--- src/rtl/ocr_pkg.sv ---
package ocr_pkg;
  typedef enum logic [1:0] {
    CAUSE_NONE = 2'b00,
    CAUSE_LOAD = 2'b01,
    CAUSE_HOST = 2'b10,
    CAUSE_CURR = 2'b11
  } cause_e;

  // Priority among simultaneous clear paths: load, then host, then current.
  function automatic cause_e pick_cause(input logic load, input logic host, input logic curr);
    if (load)      return CAUSE_LOAD;
    else if (host) return CAUSE_HOST;
    else if (curr) return CAUSE_CURR;
    else           return CAUSE_NONE;
  endfunction
endpackage

--- src/rtl/ocr_charge_timer.sv ---
module ocr_charge_timer #(
  parameter int CUR_W  = 16,
  parameter int TIME_W = 8
) (
  input  logic                     clk,
  input  logic                     rst_n,
  input  logic                     armed,
  input  logic                     restart,
  input  logic signed [CUR_W-1:0]  sample,
  input  logic                     valid,
  input  logic signed [CUR_W-1:0]  thresh,
  input  logic        [TIME_W-1:0] rtime,
  output logic                     done,
  output logic        [TIME_W-1:0] cnt_o
);
  localparam logic [TIME_W-1:0] CNT_MAX = {TIME_W{1'b1}};

  function automatic logic at_or_above(input logic signed [CUR_W-1:0] s,
                                       input logic signed [CUR_W-1:0] t);
    return s >= t;
  endfunction

  function automatic logic [TIME_W-1:0] sat_inc(input logic [TIME_W-1:0] c);
    return (c == CNT_MAX) ? c : c + 1'b1;
  endfunction

  function automatic logic [TIME_W-1:0] needed(input logic [TIME_W-1:0] r);
    return (r == '0) ? {{(TIME_W-1){1'b0}}, 1'b1} : r;
  endfunction

  logic [TIME_W-1:0] cnt_q;
  logic [TIME_W-1:0] cnt_nxt;
  logic              qual;

  assign qual    = valid && at_or_above(sample, thresh);
  assign cnt_nxt = sat_inc(cnt_q);
  assign done    = armed && qual && (cnt_nxt >= needed(rtime));
  assign cnt_o   = cnt_q;

  always_ff @(posedge clk or negedge rst_n) begin
    if (!rst_n) begin
      cnt_q <= '0;
    end else if (!armed || restart || done) begin
      cnt_q <= '0;
    end else if (valid) begin
      cnt_q <= qual ? cnt_nxt : '0;
    end
  end

  AST_DONE_NEEDS_QUAL: assert property (@(posedge clk) disable iff (!rst_n)
    done |-> (valid && armed));
  AST_BELOW_RESTARTS: assert property (@(posedge clk) disable iff (!rst_n)
    (valid && !qual) |=> (cnt_q == '0));
endmodule

--- src/rtl/ocr_latch_cell.sv ---
module ocr_latch_cell
  import ocr_pkg::*;
(
  input  logic   clk,
  input  logic   rst_n,
  input  logic   fault_set,
  input  logic   load_rm,
  input  logic   host_clr,
  input  logic   cur_done,
  output logic   latched,
  output logic   pulse,
  output cause_e cause,
  output logic   clr_evt
);
  logic clr_req;

  assign clr_req = load_rm || host_clr || cur_done;
  assign clr_evt = latched && clr_req && !fault_set;

  always_ff @(posedge clk or negedge rst_n) begin
    if (!rst_n) begin
      latched <= 1'b0;
      pulse   <= 1'b0;
      cause   <= CAUSE_NONE;
    end else begin
      if (fault_set)    latched <= 1'b1;
      else if (clr_evt) latched <= 1'b0;
      pulse <= clr_evt;
      cause <= clr_evt ? pick_cause(load_rm, host_clr, cur_done) : CAUSE_NONE;
    end
  end

  AST_SET_WINS: assert property (@(posedge clk) disable iff (!rst_n)
    fault_set |=> (latched && !pulse));
  AST_FALL_HAS_PULSE: assert property (@(posedge clk) disable iff (!rst_n)
    $fell(latched) |-> pulse);
  AST_PULSE_SINGLE: assert property (@(posedge clk) disable iff (!rst_n)
    pulse |=> !pulse);
  AST_CAUSE_WITH_PULSE: assert property (@(posedge clk) disable iff (!rst_n)
    pulse == (cause != CAUSE_NONE));
  AST_PULSE_LATCH_LOW: assert property (@(posedge clk) disable iff (!rst_n)
    pulse |-> !latched);
endmodule

--- src/rtl/ocr_recovery_top.sv ---
module ocr_recovery_top
  import ocr_pkg::*;
#(
  parameter int CUR_W  = 16,
  parameter int TIME_W = 8
) (
  input  logic                     clk,
  input  logic                     rst_n,
  input  logic signed [CUR_W-1:0]  cur_sample,
  input  logic                     cur_valid,
  input  logic signed [CUR_W-1:0]  thr_short,
  input  logic signed [CUR_W-1:0]  thr_over,
  input  logic        [TIME_W-1:0] rtime_short,
  input  logic        [TIME_W-1:0] rtime_over,
  input  logic        [1:0]        cur_rec_en,
  input  logic        [1:0]        fault_set,
  input  logic        [1:0]        load_removed,
  input  logic        [1:0]        host_clear,
  output logic        [1:0]        latch_q,
  output logic        [1:0]        rec_pulse,
  output logic        [1:0]        cause_short,
  output logic        [1:0]        cause_over
);
  localparam int NUM_LATCH = 2;

  logic [NUM_LATCH-1:0]       en_q;
  logic [NUM_LATCH-1:0]       cur_done;
  logic [NUM_LATCH-1:0]       clr_evt;
  logic signed [CUR_W-1:0]    thr_arr   [NUM_LATCH];
  logic        [TIME_W-1:0]   rtime_arr [NUM_LATCH];
  logic        [TIME_W-1:0]   cnt_arr   [NUM_LATCH];
  cause_e                     cause_arr [NUM_LATCH];

  assign thr_arr[0]   = thr_short;
  assign thr_arr[1]   = thr_over;
  assign rtime_arr[0] = rtime_short;
  assign rtime_arr[1] = rtime_over;
  assign cause_short  = cause_arr[0];
  assign cause_over   = cause_arr[1];

  always_ff @(posedge clk or negedge rst_n) begin
    if (!rst_n) en_q <= '0;
    else        en_q <= cur_rec_en;
  end

  for (genvar i = 0; i < NUM_LATCH; i++) begin : g_latch
    ocr_charge_timer #(.CUR_W(CUR_W), .TIME_W(TIME_W)) u_timer (
      .clk     (clk),
      .rst_n   (rst_n),
      .armed   (latch_q[i] && en_q[i]),
      .restart (clr_evt[i] || fault_set[i]),
      .sample  (cur_sample),
      .valid   (cur_valid),
      .thresh  (thr_arr[i]),
      .rtime   (rtime_arr[i]),
      .done    (cur_done[i]),
      .cnt_o   (cnt_arr[i])
    );

    ocr_latch_cell u_cell (
      .clk       (clk),
      .rst_n     (rst_n),
      .fault_set (fault_set[i]),
      .load_rm   (load_removed[i]),
      .host_clr  (host_clear[i]),
      .cur_done  (cur_done[i]),
      .latched   (latch_q[i]),
      .pulse     (rec_pulse[i]),
      .cause     (cause_arr[i]),
      .clr_evt   (clr_evt[i])
    );

    AST_CURR_GATED: assert property (@(posedge clk) disable iff (!rst_n)
      (rec_pulse[i] && cause_arr[i] == CAUSE_CURR) |-> $past(en_q[i]));
    AST_TIMER_IDLE: assert property (@(posedge clk) disable iff (!rst_n)
      !latch_q[i] |-> (cnt_arr[i] == '0));
  end
endmodule

--- config.mk ---
export PLATFORM = sky130hd
export DESIGN_NAME = ocr_recovery_top
export DESIGN_NICKNAME = d
export VERILOG_FILES = /design/src/rtl/ocr_pkg.sv /design/src/rtl/ocr_charge_timer.sv /design/src/rtl/ocr_latch_cell.sv /design/src/rtl/ocr_recovery_top.sv
export SDC_FILE = /design/constraint.sdc
export NUM_CORES = 1
export LEC_CHECK = 0
export BUFFER_PORTS_ARGS = -buffer_cell sky130_fd_sc_hd__buf_2
export CAP_MARGIN = 20
export CORE_MARGIN = 3
export CORE_UTILIZATION = 36
export DETAILED_ROUTE_END_ITERATION = 8
export MAX_ROUTING_LAYER = met4
export SLEW_MARGIN = 20
export SYNTH_ARGS = -nofsm -noshare
export SYNTH_HDL_FRONTEND = slang
export SYNTH_SLANG_ARGS = --single-unit
--- constraint.sdc ---
create_clock -name clk -period 7.4 [get_ports clk]
set_clock_uncertainty 0.15 [all_clocks]
set_input_delay 1.11 -clock clk [delete_from_list [all_inputs] [get_ports clk]]
set_output_delay 1.11 -clock clk [all_outputs]
set_load 0.01 [all_outputs]
==> run summary, run 1 <==
outcome = finished clean
H-tree levels = 1
Max Fanout on Critical Path = 5
Commonest cells post-synth = 53 x inv_1, 50 x ha_1, 28 x a21oi_1, 28 x nand2_1, 26 x dfrtp_1
Final Setup Violations = 0
number of synthesized register bits = 26
Hold Violations, Final = 0
area of the multi-input gates = 2020 um2
Hold-fix buffers, CTS = 0
WP buf/inv = 1
DR iter-0 viols = 35
Critical Path Start Type = flip-flop
# Max-Cap Violations = 0
Worst-path clk slew = 0.09 ns
fin crit period = 3.59 ns
# DRC = 0
Die Area = 9350 um2
most common cell in the netlist = inv_1
Syn-to-layout area delta = 17.8%
Rel. slew slack = 36.6%
CTS tree = done
max frequency = 0.279 GHz
worst path required time = 7.40 ns
Post-synth ARST share = 100%
Pre-Repair DR Iteration Count = 4
top cell type's share of synthesized area = 22.0%
final cell count without fillers = 541
die height = 96.7 um
largest net degree at the start of global routing = 27
launch point of the worst path = g_latch[0].u_timer.cnt_o[0]$_DFFE_PN0P_
register area = 651 um2
width of the die = 96.7 um
fin area = 3490 um2
# port buffers = 82
Syn Inst Count = 368
FF-to-FF path depth = 12
final wirelength = 6970 um
CP Cell Sequence = ha_1, and3_1, nand3_1, mux2i_1, inv_1, ha_1, nand2_1, o21ai_0, a41oi_1, a211oi_1, mux2i_1, a2111oi_0
Post-Route Setup TNS = 0 ns
yosys warns = 0
Reg-to-Reg Start = g_latch[0].u_timer.cnt_o[0]$_DFFE_PN0P_
slowest CP cell = a2111oi_0
Least-Margin Pin Slew = 0.946 ns
clock sink count = 26
placed cell count = 537
core region area = 7850 um2
syn nets = 493
Final Max Slew Viols = 0
WS Path Type = reg2reg
Via-to-Cell Ratio = 5.23
Ant. Diodes = 0
end point of the critical path = g_latch[0].u_cell.cause[1]$_DFF_PN0_
EDFF count, synth = 0
Worst Hold Depth = 1
initial antenna violation count = 0
Wirelength per Cell = 12.9 um
ys flop type = dfrtp_1
pre-CTS setup slack = 3.62 ns
Power, Total = 362 uW
via count = 2829
data arrival time of the worst path = 3.58 ns
GRT Util Overall = 15.6%
Post-DP HPWL = 5940 um
Longest Clk Path Bufs = 2
global-route wire length before repair = 12400 um
layout cell share with drive strength beyond 1 = 23.0%
final setup margin = 3.81 ns
postcts setup bufs = 0
Mapped Area = 2960 um2
FF-to-FF setup slack = 3.81 ns
Filler cells = 831
starting density of the core = 37.7%
Resize count post-CTS = 0
Area contributors post-synth = dfrtp_1 22%, ha_1 21%, inv_1 6.7%
post-synth cell types = 54
root buffer cell = clkbuf_8
insertion delay to the later sink of the worst-skew pair = 0.27 ns
CTS Buf Count = 3
I/O Pins = 83
delay-heaviest family, CP = compound AO/OA/AOI/OAI gates
number of global-route vias before repair = 2825
row cnt = 32
area leader, netlist = dfrtp_1
total grt overflow = 0
Avg Cell Area, Syn = 8.04 um2
Seq/Total Area, Yosys = 22.0%
PwrDens = 104 nW/um2
Crit path depth = 12
dpl cell area = 3420 um2
RD Place Congestion = 0.909
maximum VDD drop = 59.2 uV
antenna-violating nets left = 0
Critical R2R Capture = g_latch[0].u_cell.cause[1]$_DFF_PN0_
Leak = 1.90 nW
RSZ-0062 raised after global routing = false
Worst setup EP type = flip-flop
# nets final = 565
crit-path max cell delay = 0.45 ns
Hold Path Class = reg2reg
Final Cycle Share = 48.5%
worst min-delay path by stage:
stage | startpoint | end | slack [ns]
5_1_grt | g_latch[1].u_cell.latched$_DFFE_PN0P_ | g_latch[1].u_cell.latched$_DFFE_PN0P_ | 0.44
4_1_cts | g_latch[1].u_cell.latched$_DFFE_PN0P_ | g_latch[1].u_cell.latched$_DFFE_PN0P_ | 0.39
3_3_place_gp | g_latch[1].u_cell.latched$_DFFE_PN0P_ | g_latch[1].u_cell.latched$_DFFE_PN0P_ | 0.36
2_1_floorplan | g_latch[1].u_cell.latched$_DFFE_PN0P_ | g_latch[1].u_cell.latched$_DFFE_PN0P_ | 0.35
6_report | g_latch[1].u_cell.latched$_DFFE_PN0P_ | g_latch[1].u_cell.latched$_DFFE_PN0P_ | 0.38
3_5_place_dp | g_latch[1].u_cell.latched$_DFFE_PN0P_ | g_latch[1].u_cell.latched$_DFFE_PN0P_ | 0.36
cells in the final DEF (no fill, tap or decap), types with 4 or more instances in the layout:
master    netlist  final
buf_2           1     82
inv_1          53     53
ha_1           50     50
nand2_1        28     28
a21oi_1        28     28
dfrtp_1        26     26
nor2_1         17     17
and3_1         16     16
nand3_1        15     15
a211oi_1       13     13
nand4_1        10     10
mux2i_1        10     10
nor3_1          9      8
o21ai_0         8      8
a31oi_1         6      6
a21o_1          6      6
nand2b_1        5      5
xnor2_1         4      4
mux2_2          4      4
nor4_1          4      4
layout make-up:
class                   instances  area share, %
clock inverters                 1          0.861
clock buffers                   3           1.18
well taps                     102           3.66
inverters                      54           5.81
flip-flops and latches         26           18.7
multi-input cells             273           58.1
repair buffers                 82           11.8
cell families after synthesis:
logic type                 after synthesis  synth area share (%)
buffers and inverters                   69                  9.81
and+or+nand+nor                        121                  21.6
DFF                                     26                  22.0
AOI/OAI and AO/OA                       83                  19.1
muxes                                   14                  4.90
adders and majority gates               50                  21.1
xor gates and xnor gates                 5                  1.48
worst reg2reg max path: cells and delay by family, from the launching register on:
| family | cells | cell delay, ns |
|---|---|---|
| compound gates | 4 | 1.24 |
| fa+ha+maj | 2 | 0.52 |
| simple gates | 3 | 0.52 |
| mux | 2 | 0.52 |
| flops | 1 | 0.44 |
| buf+inv | 1 | 0.07 |
flip-flops by register name, summed over array words and instances, names as in the netlist:
signal,cells
g_latch.u_timer.cnt_o,16
g_latch.u_cell.cause,4
en_q,2
g_latch.u_cell.latched,2
g_latch.u_cell.pulse,2
per-layer routing:
| layer | global-route usage [%] | vias up | routed length (um) | part of all wire [%] |
|---|---|---|---|---|
| met5 | - | - | 0 | 0 |
| met4 | 3.02 | 0 | 51 | 0.73 |
| met3 | 2.31 | 4 | 224 | 3.2 |
| met2 | 27.0 | 56 | 3430 | 49 |
| met1 | 19.4 | 1305 | 3260 | 47 |
| li1 | - | 1464 | - | - |
metrics by stage:
step | utilization, % | hold WS, ns
final | 44.4 | 0.377
after global routing | 44.4 | 0.444
after CTS | 44.4 | 0.386
after detailed placement | 43.5 | 0.365
after global placement | 43.5 | 0.356
after floorplan | - | 0.347
report_power, final:
part	internal [mW]	switching, mW	total [mW]
clock	0.0724	0.0446	0.117
combinational	0.0452	0.0544	0.0996
sequential	0.145	0.00119	0.146
total	0.262	0.100	0.362
No activity file was read; power rests on OpenSTA's default activity.
==> run 2: changes to the inputs <==
Clock period 7.4 ns to 3.6 ns, I/O delays scaled along.
==> run summary, run 2 (synthesis gave the netlist of run 1 again) <==
# port buffers = 82 (unchanged)
Rel. slew slack = 40.4% (+3.8 points)
Clk pwr share = 24.5% (-7.8 points)
Critical Path Start Type = flip-flop
# DRC = 0 (unchanged)
Power, Total = 671 uW (+85%)
antenna-violating nets left = 0 (unchanged)
launch point of the worst path = g_latch[0].u_timer.cnt_o[0]$_DFFE_PN0P_
Worst setup EP type = flip-flop
switching pwr = 205 uW (+100%)
root buffer cell = clkbuf_8
Syn-to-layout area delta = 17.4%
clock sink count = 26 (unchanged)
DR iter-0 viols = 95 (+170%)
width of the die = 96.7 um (unchanged)
Comb pwr share = 30.7% (+3.2 points)
outcome = finished clean
via count = 2845 (+0.57%)
GRT Util Overall = 15.9% (+0.26 points)
global-route wire length before repair = 12500 um (+0.67%)
CTS tree = done
Post-Route Setup TNS = 0 ns (unchanged)
initial antenna violation count = 0 (unchanged)
Wirelength per Cell = 13.4 um (+4.2%)
# Max-Cap Violations = 0 (unchanged)
max frequency = 0.303 GHz (+8.8%)
RSZ-0062 raised after global routing = false
Via-to-Cell Ratio = 5.26 (+0.57%)
Max Fanout on Critical Path = 5 (unchanged)
RD Place Congestion = 0.926 (+1.9%)
CTS Buf Count = 3 (unchanged)
Int Power = 466 uW (+78%)
Longest Clk Path Bufs = 2 (unchanged)
data arrival time of the worst path = 3.30 ns (-0.28 ns)
max FFs per register = 16 (unchanged)
largest net degree at the start of global routing = 27 (unchanged)
# nets final = 566 (+0.18%)
core region area = 7850 um2 (unchanged)
Final Setup Violations = 0 (unchanged)
fin area = 3470 um2 (-0.36%)
total grt overflow = 0 (unchanged)
worst path required time = 3.60 ns (-3.80 ns)
Ant. Diodes = 0 (unchanged)
number of global-route vias before repair = 2766 (-2.1%)
Reg-to-Reg Start = g_latch[0].u_timer.cnt_o[0]$_DFFE_PN0P_
I/O Pins = 83 (unchanged)
placed cell count = 538 (+0.19%)
dpl cell area = 3420 um2 (+0.22%)
die height = 96.7 um (unchanged)
WS Path Type = reg2reg
final wirelength = 7260 um (+4.2%)
Worst-path clk slew = 0.09 ns (about the same)
final cell count without fillers = 541 (unchanged)
Final Max Slew Viols = 0 (unchanged)
H-tree levels = 1 (unchanged)
insertion delay to the later sink of the worst-skew pair = 0.27 ns (about the same)
Post-DP HPWL = 6060 um (+2.0%)
Final Cycle Share = 91.6% (+43 points)
Sw Share = 30.6% (+2.9 points)
starting density of the core = 37.7% (unchanged)
Hold Path Class = in2async
most frequent cells in the layout = 82 x buf_2, 53 x inv_1, 50 x ha_1
Hold Violations, Final = 0 (unchanged)
commonest non-fill, non-tap cell in the layout = buf_2
sequential power share = 44.7% (+4.4 points)
layout cell share with drive strength beyond 1 = 23.5% (+0.46 points)
PwrDens = 193 nW/um2 (+86%)
Die Area = 9350 um2 (unchanged)
Least-Margin Pin Slew = 0.889 ns (-0.0565 ns)
fin crit period = 3.30 ns (-0.290 ns)
row cnt = 32 (unchanged)
maximum VDD drop = 128 uV (+120%)
Leak = 1.88 nW (-0.84%)
worst hold slack = 0.116 ns (-0.261 ns)
Pre-Repair DR Iteration Count = 4 (unchanged)
==> run 2: cell count changes in the layout (fill, tap and decap cells not counted), sizes merged <==
| cell | change |
|---|---|
| buf | +1 |
| bufinv | -1 |
==> run 2: power by group through the flow <==
stage	Clock [mW]	Sequential [mW]	Combinational (mW)
after floorplan	0	0.307	0.128
after global placement	0	0.306	0.204
after global routing	0.182	0.301	0.240
after detailed placement	0	0.306	0.208
final	0.165	0.300	0.206
after CTS	0.170	0.300	0.208
==> run 2: final timing paths <==
kind	endpoint	slack, ns	cells after the start
worst max-delay path	g_latch[0].u_cell.cause[1]$_DFF_PN0_	0.30	12
worst max register to register	g_latch[0].u_cell.cause[1]$_DFF_PN0_	0.30	12
worst min-delay path	g_latch[1].u_cell.pulse$_DFF_PN0_	0.12	1
min in group clk	en_q[0]$_DFF_PN0_	0.22	1
max in group asynchronous	g_latch[1].u_timer.cnt_o[1]$_DFFE_PN0P_	2.80	1
worst min register to register	g_latch[1].u_cell.latched$_DFFE_PN0P_	0.39	1
==> run 2: area by class of cell <==
type	instances	area, um2
clock buffers	3	41.3
repair buffers	83	418
multi-input cells	273	2030
fillers	786	4370
flip-flops and latches	26	651
well taps	102	128
inverters	54	203
==> run 2: through the flow <==
stage / utilization, % / setup slack (ns)
after floorplan: - / 0.553
after global placement: 43.6 / 0.326
after detailed placement: 43.6 / 0.281
after CTS: 44.1 / 0.260
after global routing: 44.3 / 0.0146
final: 44.3 / 0.303
==> run 2: timing repair <==
| action | in CTS | in global routing |
|---|---|---|
| hold buffers | 0 | 0 |
| gates resized for setup | 0 | 3 |
| setup endpoints to repair | 0 | 1 |
| buffers inserted | 0 | 0 |
==> run 2: critical path: stages (launching register included) <==
cell and delay (ns):
dfrtp_1 0.43, ha_1 0.23, and3_1 0.24, nand3_2 0.16, mux2i_2 0.29, inv_1 0.07
ha_1 0.28, nand2_1 0.04, o21ai_0 0.16, a41oi_1 0.17, a211oi_1 0.31, mux2i_1 0.20
a2111oi_1 0.44
==> run 2: layer usage <==
layer	track usage, %	up-vias	routed length, um
met5	-	-	0
met4	1.51	0	0
met3	2.24	0	316
met2	27.3	60	3660
met1	20.6	1314	3290
li1	-	1471	-
==> run 3: changes to the inputs <==
Settings changed: ABC_AREA from default to 1.
==> run summary, run 3 <==
number of synthesized register bits = 26 (unchanged)
total grt overflow = 0 (unchanged)
Least-Margin Pin Slew = 0.583 ns (-0.306 ns)
slowest CP cell = dfrtp_1
CTS tree = done
Post-synth ARST share = 100% (unchanged)
Post-Route Setup TNS = 0 ns (unchanged)
maximum VDD drop = 125 uV (-2.5%)
final wirelength = 6580 um (-9.3%)
starting density of the core = 38.0% (+0.23 points)
Longest Clk Path Bufs = 2 (unchanged)
Max Fanout on Critical Path = 8 (+3)
outcome = finished clean
ys flop type = dfrtp_1
Critical R2R Capture = g_latch[0].u_timer.cnt_o[3]$_DFFE_PN0P_
FF-to-FF setup slack = 0.77 ns (+0.47 ns)
data arrival time of the worst path = 2.84 ns (-0.46 ns)
number of global-route vias before repair = 2794 (+1.0%)
DR iter-0 viols = 76 (-20%)
H-tree levels = 1 (unchanged)
most frequent cells in the layout = 109 x inv_1, 99 x nand2_1, 82 x buf_2
FF-to-FF path depth = 18 (+6)
Area contributors post-synth = dfrtp_1 22%, ha_1 21%, inv_1 14%
pre-CTS setup slack = 0.783 ns (+0.501 ns)
most common cell in the netlist = inv_1
Avg Cell Area, Syn = 6.82 um2 (-15%)
Rel. slew slack = 61.1% (+21 points)
area leader, netlist = dfrtp_1
Syn-to-layout area delta = 18.3%
CTS Buf Count = 3 (unchanged)
Pre-Repair DR Iteration Count = 5 (+1)
Hold Path Class = in2async
largest net degree at the start of global routing = 27 (unchanged)
global-route wire length before repair = 11800 um (-5.5%)
Mapped Area = 3010 um2 (+1.6%)
final cell count without fillers = 622 (+15%)
max frequency = 0.354 GHz (+17%)
placed cell count = 618 (+15%)
final setup margin = 0.775 ns (+0.472 ns)
EDFF count, synth = 0 (unchanged)
RD Place Congestion = 0.874 (-5.7%)
# port buffers = 82 (unchanged)
Final Max Slew Viols = 0 (unchanged)
Ant. Diodes = 0 (unchanged)
antenna-violating nets left = 0 (unchanged)
RSZ-0062 raised after global routing = false
initial antenna violation count = 0 (unchanged)
max FFs per register = 16 (unchanged)
I/O Pins = 83 (unchanged)
Critical Path Start Type = flip-flop
CP Cell Sequence = ha_1, nand4_1, nand3b_4, nor2_1, a21oi_1, inv_1, ha_1, a21oi_1, o21ai_0, nand2_1, nand3_1, nand3_1, inv_1, nand3_2, nand2_2, nand2_2, nand2_4, nor2_2
Seq/Total Area, Yosys = 21.6% (-0.36 points)
# nets final = 646 (+14%)
Reg-to-Reg Start = g_latch[0].u_timer.cnt_o[0]$_DFFE_PN0P_
clock sink count = 26 (unchanged)
WS Path Type = reg2reg
commonest non-fill, non-tap cell in the layout = inv_1
Syn Inst Count = 441 (+20%)
Leak = 2.16 nW (+14%)
Resize count post-CTS = 0 (unchanged)
worst path required time = 3.61 ns (about the same)
PwrDens = 197 nW/um2 (+2.0%)
dpl cell area = 3500 um2 (+2.4%)
core region area = 7930 um2 (+1.0%)
post-synth cell types = 34 (-37%)
crit-path max cell delay = 0.41 ns (-0.03 ns)
worst hold slack = 0.108 ns (-0.00771 ns)
Final Cycle Share = 78.5% (-13 points)
Die Area = 9490 um2 (+1.5%)
syn nets = 566 (+15%)
Worst-path clk slew = 0.09 ns (about the same)
Commonest cells post-synth = 109 x inv_1, 99 x nand2_1, 50 x ha_1
via count = 2850 (+0.18%)
# DRC = 0 (unchanged)
fin area = 3560 um2 (+2.4%)
fin crit period = 2.83 ns (-0.472 ns)
root buffer cell = clkbuf_8
top cell type's share of synthesized area = 21.6% (-0.36 points)
postcts setup bufs = 0 (unchanged)
Hold Violations, Final = 0 (unchanged)
yosys warns = 0 (unchanged)
Worst setup EP type = flip-flop
Final Setup Violations = 0 (unchanged)
Wirelength per Cell = 10.6 um (-21%)
layout cell share with drive strength beyond 1 = 23.5% (about the same)
Via-to-Cell Ratio = 4.58 (-13%)
row cnt = 32 (unchanged)
GRT Util Overall = 14.6% (-1.3 points)
# Max-Cap Violations = 0 (unchanged)
width of the die = 97.4 um (+0.77%)
Post-DP HPWL = 5670 um (-6.4%)
die height = 97.4 um (+0.77%)
Hold-fix buffers, CTS = 0 (unchanged)
Filler cells = 841 (+7.0%)
insertion delay to the later sink of the worst-skew pair = 0.27 ns (about the same)
## run 3: changes by cell type after synthesis, moves of 9 or more
| cell | delta |
|---|---|
| a211oi_1 | -13 |
| and3_1 | -16 |
| inv_1 | +56 |
| mux2i_1 | -10 |
| nand2_1 | +71 |
| nor2_1 | +12 |
| nor2_2 | +9 |
## run 3: worst max-delay path, delay by kind of cell (launching register included)
family | cells | cell delay (ns)
compound gates | 3 | 0.38
fa+ha+maj | 2 | 0.54
flops | 1 | 0.41
simple gates | 11 | 1.06
buf+inv | 2 | 0.16
## run 3: cell families (layout without fill, tap and decap cells)
group           count (synthesis)  count (layout)  synth area share (%)
flops                          26              26                  21.6
buf+inv                       120             199                  15.5
fa+ha+maj                      50              50                  20.8
simple gates                  192             192                  31.0
compound gates                 43              43                  8.15
xor+xnor                       10              10                  2.91
## run 3: report_power, final
group / switching [mW] / internal [mW] / leakage [nW]
Combinational: 0.122 / 0.0876 / 1.78
Sequential: 0.00352 / 0.298 / 0.350
Clock: 0.0922 / 0.0977 / 0.0288
Total: 0.218 / 0.483 / 2.16
## run 3: per-stage QoR
stage          power (mW)  util (%)
6_report            0.701      44.9
5_1_grt             0.763      44.9
4_1_cts             0.715      44.9
3_5_place_dp        0.520      44.2
3_3_place_gp        0.516      44.2
2_1_floorplan       0.439         -
## run 3: worst max path at each step
stage / startpoint / end / slack [ns]
after detailed placement: g_latch[0].u_timer.cnt_o[0]$_DFFE_PN0P_ / g_latch[0].u_timer.cnt_o[3]$_DFFE_PN0P_ / 0.78
after CTS: g_latch[0].u_timer.cnt_o[0]$_DFFE_PN0P_ / g_latch[0].u_timer.cnt_o[3]$_DFFE_PN0P_ / 0.76
after global routing: g_latch[1].u_timer.cnt_o[0]$_DFFE_PN0P_ / g_latch[1].u_timer.cnt_o[5]$_DFFE_PN0P_ / 0.49
after floorplan: g_latch[1].u_timer.cnt_o[0]$_DFFE_PN0P_ / g_latch[1].u_timer.cnt_o[0]$_DFFE_PN0P_ / 1.03
after global placement: g_latch[0].u_timer.cnt_o[0]$_DFFE_PN0P_ / g_latch[0].u_timer.cnt_o[4]$_DFFE_PN0P_ / 0.83
final: g_latch[0].u_timer.cnt_o[0]$_DFFE_PN0P_ / g_latch[0].u_timer.cnt_o[3]$_DFFE_PN0P_ / 0.77
## run 3: layout make-up
class | count | area (um2) | share of cell area, %
Multi-Input combinational cell | 295 | 1890 | 53.1
Sequential cell | 26 | 651 | 18.3
Clock buffer | 4 | 55.1 | 1.55
Timing Repair Buffer | 82 | 410 | 11.5
Tap cell | 102 | 128 | 3.59
Inverter | 113 | 424 | 11.9
## run 3: layer usage
layer,GRT usage [%],up-vias,share of wire [%]
li1,-,1531,-
met1,19.3,1256,48
met2,24.8,61,47
met3,1.79,2,5.0
met4,1.81,0,0.12
met5,-,-,0
